### src/rtl/cnf3_pkg.sv
// Shared encodings for the three-valued CNF evaluator.
// Assumes: the two-bit code 2'b11 is accepted on inputs as unassigned but
// is never produced on an output.
package cnf3_pkg;

    typedef enum logic [1:0] {
        TV_ZERO = 2'b00,
        TV_ONE  = 2'b01,
        TV_UNK  = 2'b10
    } tv_e;

endpackage

### src/rtl/cnf3_var_decode.sv
// Splits the packed two-bit variable codes into two flat vectors: one flags
// the variables assigned true and the other flags those assigned false.
// Assumes: bit 1 of a code set means unassigned, whatever bit 0 holds.
module cnf3_var_decode #(
    parameter int NV = 4
) (
    input  logic [2*NV-1:0] var_code_i,
    output logic [NV-1:0]   is_one_o,
    output logic [NV-1:0]   is_zero_o
);

    for (genvar v = 0; v < NV; v++) begin : g_var
        // decode one variable's code into its true / false flags
        always_comb begin
            is_one_o[v]  = (var_code_i[2*v+1] == 1'b0) && (var_code_i[2*v] == 1'b1);
            is_zero_o[v] = (var_code_i[2*v+1] == 1'b0) && (var_code_i[2*v] == 1'b0);
        end
    end

endmodule

### src/rtl/cnf3_clause_eval.sv
// Evaluates one clause, given as a plain-literal mask and an inverted-literal
// mask. It gives:
//   sat_o        - some literal of the clause is true
//   fal_o        - every literal of the clause is false (an empty clause is false)
//   other_true_o - per variable: a true literal of a different variable exists
// Assumes: a variable present in both masks makes a literal that can never be
// false, so such a clause is never reported false.
module cnf3_clause_eval #(
    parameter int            NV  = 4,
    parameter logic [NV-1:0] POS = '0,
    parameter logic [NV-1:0] NEG = '0
) (
    input  logic [NV-1:0] is_one_i,
    input  logic [NV-1:0] is_zero_i,
    output logic          sat_o,
    output logic          fal_o,
    output logic [NV-1:0] other_true_o
);

    localparam logic [NV-1:0] PRESENT = POS | NEG;
    localparam logic [NV-1:0] ONLY_P  = POS & ~NEG;
    localparam logic [NV-1:0] ONLY_N  = NEG & ~POS;

    logic [NV-1:0] lit_true;
    logic [NV-1:0] lit_false;

    // per-variable literal truth inside this clause
    always_comb begin
        lit_true  = (POS & is_one_i) | (NEG & is_zero_i);
        lit_false = (ONLY_P & is_zero_i) | (ONLY_N & is_one_i);
    end

    // Kleene OR over the clause literals
    always_comb begin
        sat_o = |lit_true;
        fal_o = &(lit_false | ~PRESENT);
    end

    for (genvar v = 0; v < NV; v++) begin : g_other
        localparam logic [NV-1:0] SELF = NV'(1) << v;
        // true literal among the variables other than v
        always_comb begin
            other_true_o[v] = |(lit_true & ~SELF);
        end
    end

endmodule

### src/rtl/cnf3_status_merge.sv
// Merges the clause results by three-valued AND into one formula status:
// false if any clause is false, true if all clauses are satisfied, otherwise
// undetermined.
// Assumes: a clause never reports true and false at once.
module cnf3_status_merge #(
    parameter int NC = 3
) (
    input  logic [NC-1:0] sat_i,
    input  logic [NC-1:0] fal_i,
    output logic [1:0]    status_o
);

    import cnf3_pkg::*;

    // Kleene AND, with a false clause taking priority
    always_comb begin
        if (|fal_i) begin
            status_o = TV_ZERO;
        end else if (&sat_i) begin
            status_o = TV_ONE;
        end else begin
            status_o = TV_UNK;
        end
    end

endmodule

### src/rtl/cnf3_dont_care.sv
// Gives a two-valued don't-care flag for each variable. Variable v is flagged
// when every clause that mentions it holds a true literal of another
// variable. A variable found in no clause is flagged.
// Assumes: other_true_i is clause-major: clause c, variable v at c*NV+v.
module cnf3_dont_care #(
    parameter int                  NV       = 4,
    parameter int                  NC       = 3,
    parameter logic [NC*NV-1:0]    POS_MASK = '0,
    parameter logic [NC*NV-1:0]    NEG_MASK = '0
) (
    input  logic [NC*NV-1:0] other_true_i,
    output logic [NV-1:0]    dont_care_o
);

    localparam logic [NC*NV-1:0] OCCURS = POS_MASK | NEG_MASK;

    for (genvar v = 0; v < NV; v++) begin : g_var
        logic [NC-1:0] covered;
        for (genvar c = 0; c < NC; c++) begin : g_cl
            // clause c does not block the flag for v
            always_comb begin
                covered[c] = !OCCURS[c*NV+v] || other_true_i[c*NV+v];
            end
        end
        // all clauses agree
        always_comb begin
            dont_care_o[v] = &covered;
        end
    end

endmodule

### src/rtl/cnf3_eval.sv
// Top of the three-valued CNF evaluator. It decodes the assignment, evaluates
// each clause in its own generated slice, and then merges the clause results
// into the formula status and the don't-care flags.
// Assumes: the formula is fixed by POS_MASK / NEG_MASK, clause c in bits
// [c*NV +: NV], and bit v of a slice belongs to variable v.
module cnf3_eval #(
    parameter int               NV       = 4,
    parameter int               NC       = 3,
    parameter logic [NC*NV-1:0] POS_MASK = 12'b0100_0100_0011,
    parameter logic [NC*NV-1:0] NEG_MASK = 12'b1000_0011_0000
) (
    input  logic [2*NV-1:0] var_code_i,
    output logic [1:0]      status_o,
    output logic [NV-1:0]   dont_care_o
);

    logic [NV-1:0]    is_one;
    logic [NV-1:0]    is_zero;
    logic [NC-1:0]    cl_sat;
    logic [NC-1:0]    cl_fal;
    logic [NC*NV-1:0] cl_other;

    cnf3_var_decode #(.NV(NV)) u_dec (
        .var_code_i (var_code_i),
        .is_one_o   (is_one),
        .is_zero_o  (is_zero)
    );

    for (genvar c = 0; c < NC; c++) begin : g_clause
        cnf3_clause_eval #(
            .NV  (NV),
            .POS (POS_MASK[c*NV +: NV]),
            .NEG (NEG_MASK[c*NV +: NV])
        ) u_cl (
            .is_one_i     (is_one),
            .is_zero_i    (is_zero),
            .sat_o        (cl_sat[c]),
            .fal_o        (cl_fal[c]),
            .other_true_o (cl_other[c*NV +: NV])
        );
    end

    cnf3_status_merge #(.NC(NC)) u_merge (
        .sat_i    (cl_sat),
        .fal_i    (cl_fal),
        .status_o (status_o)
    );

    cnf3_dont_care #(
        .NV       (NV),
        .NC       (NC),
        .POS_MASK (POS_MASK),
        .NEG_MASK (NEG_MASK)
    ) u_dc (
        .other_true_i (cl_other),
        .dont_care_o  (dont_care_o)
    );

endmodule

### config.mk
export PLATFORM = sky130hd
export DESIGN_NAME = cnf3_eval
export DESIGN_NICKNAME = d
export VERILOG_FILES = /design/src/rtl/cnf3_pkg.sv /design/src/rtl/cnf3_var_decode.sv /design/src/rtl/cnf3_clause_eval.sv /design/src/rtl/cnf3_status_merge.sv /design/src/rtl/cnf3_dont_care.sv /design/src/rtl/cnf3_eval.sv
export SDC_FILE = /design/constraint.sdc
export NUM_CORES = 1
export LEC_CHECK = 0
export ABC_AREA = 1
export BUFFER_PORTS_ARGS = -buffer_cell sky130_fd_sc_hd__buf_2
export CORE_AREA = 2 2 39 41
export DETAILED_ROUTE_END_ITERATION = 10
export DIE_AREA = 0 0 41 43
export SLEW_MARGIN = 10
export SYNTH_ARGS = -nofsm -noshare
export SYNTH_HDL_FRONTEND = slang
export SYNTH_HIERARCHICAL = 1
export SYNTH_SLANG_ARGS = --single-unit
### constraint.sdc
create_clock -name vclk -period 1
set_input_delay 0.2 -clock vclk [all_inputs]
set_output_delay 0.2 -clock vclk [all_outputs]
set_load 0.05 [all_outputs]
==> implementation parameters <==
Parameter                              Value

Final layout
  Final-stage net count    79
  Clock tree buffer count of the final layout    0
  Commonest cells after routing, fill and taps aside    13 x inv_1, 9 x nor2_4, 8 x buf_8, 6 x nand2_1, 6 x nand2_2
  Leading cell type in the layout, fill and taps excluded    inv_1
  Area grow syn2layout    143%
  Utilization after layout    40.7%
  Number of antenna repair diodes    0
  Multi-input combinational cell area    206 µm²
  Finished Layout Cells    85
  Proportion of layout cells with a drive suffix above 1    68.1%
  Seq cells    0
  Fillers    138
  Reg area    0 µm²

Timing
  Unrepaired setup endpoints after global routing    yes
  Minimum clock period    1.15 ns
  Post-route worst setup slack    -0.154 ns
  Final critical-path share of the clock period    115%
  Max Transition Viols Final    0
  Setup violations, final    6
  Worst-Margin Slew    0.166 ns
  Max-Slew Margin vs Limit    88.9%
  Hold Violations, Final    0
  Maximum clock frequency    866 MHz

Die
  Effective utilization at floorplan    16.7%
  Ports placed on the boundary    14
  Number of placement rows    14
  Die height    43 µm
  Area of the die    0.00176 mm²
  Core Box Area    0.00138 mm²
  Overall die width    41 µm

Routing
  DRC violation total after the first TritonRoute iteration    2
  Routed via count    303
  Total wire length    518 µm
  DR vias/cell    3.56
  Remaining number of nets flagged by the antenna check after routing    0
  WL/cell    6.09 µm
  DRC violations left    0
  Detailed Routing Iterations Pass 1    4

Setup path
  Startpoint type of the worst setup path    input pin
  Worst-path maximum fanout    3
  Endpoint arrival time on the critical path    0.95 ns
  Critical Setup Path Class    input pin to output pin
  Capturing element type of the critical path    output pin
  Required time of the worst setup path    0.80 ns

Placement
  Post-placement setup slack    -0.347 ns
  Placed instance count    82
  Count of input and output buffers    14
  Estimated wirelength of the detail-placed design    432 µm
  Routability Congestion    0.743

Logic synthesis
  Mean instance size in the synthesized netlist    4.37 µm²
  Syn_nets    61
  Combined area of all synthesized cells    231 µm²
  YS warnings    6
  Number of instances in the synthesized netlist    53

Outcome
  Run status    finished with violations
  Failing checks    setup timing

GRT
  Pin count of the biggest net entering global routing    5
  Global router's overall resource usage    6.69%
  Number of antenna violations at the first check in global routing    0
  Number of global-route vias before repair    258
  First-pass GRT wire length    903 µm
  Overflow left after global routing    0

Pwr
  Maximum vdd ir drop    0.135 mV
  Pwr Total    0.276 mW
  Pwr/cell area    490 mW/mm²
  Leakage power total    0.304 nW

Flow run
  Max Cap Viol    0

Worst hold path
  Type of the worst min-delay path    input pin to output pin

CTS
  Cts-stage hold buffer count    0
where the power goes:
| group | switching (mW) | total [mW] | internal [mW] |
|---|---|---|---|
| Clock | 0 | 0 | 0 |
| Combinational | 0.144 | 0.276 | 0.132 |
| Sequential | 0 | 0 | 0 |
per-stage QoR:
step                      hold WS (ns)  TNS, ns  instance area (µm²)
after floorplan                  0.667  -0.0717                  282
after global placement           0.830    -1.53                  364
after detailed placement         0.830    -1.55                  364
after CTS                        0.751   -0.578                  514
after global routing             0.769    -1.06                  563
final                            0.746   -0.706                  563
layout make-up:
class | count | share of cell area [%]
Tap cell | 16 | 3.56
Inverter | 20 | 16.4
Multi-Input combinational cell | 28 | 36.7
Timing Repair Buffer | 21 | 43.3
what timing repair did:
item / in CTS / in global routing
setup buffers: 2 / 2
gates cloned: 0 / 0
gates resized for setup: 41 / 13
hold endpoints to repair: 0 / 0
setup endpoints to repair: 6 / 6
pin swaps: 16 / 10
path summary, 6_finish.rpt:
path	from	endpoint	slack, ns	depth (start not counted)
worst max-delay path	var_code_i[0]	status_o[0]	-0.15	9
worst min-delay path	var_code_i[3]	dont_care_o[0]	0.75	5
worst max-delay path, stage by stage:
cell and delay, ns:
buf_8 0.10, inv_4 0.05, nor2_4 0.03, nand2_1 0.06, nor2_1 0.04, nor2_1 0.10
nand2_2 0.10, nor2_4 0.13, buf_8 0.15
routing by layer:
| layer | vias to the layer above | GRT usage [%] | wire, µm |
|---|---|---|---|
| met1 | 126 | 8.23 | 196 |
| met2 | 9 | 12.8 | 292 |
| met3 | 0 | 0 | 29 |
| met4 | 0 | 0 | 0 |
| li1 | 168 | - | - |
| met5 | - | 0 | 0 |
(Power assumes the default switching activity.)
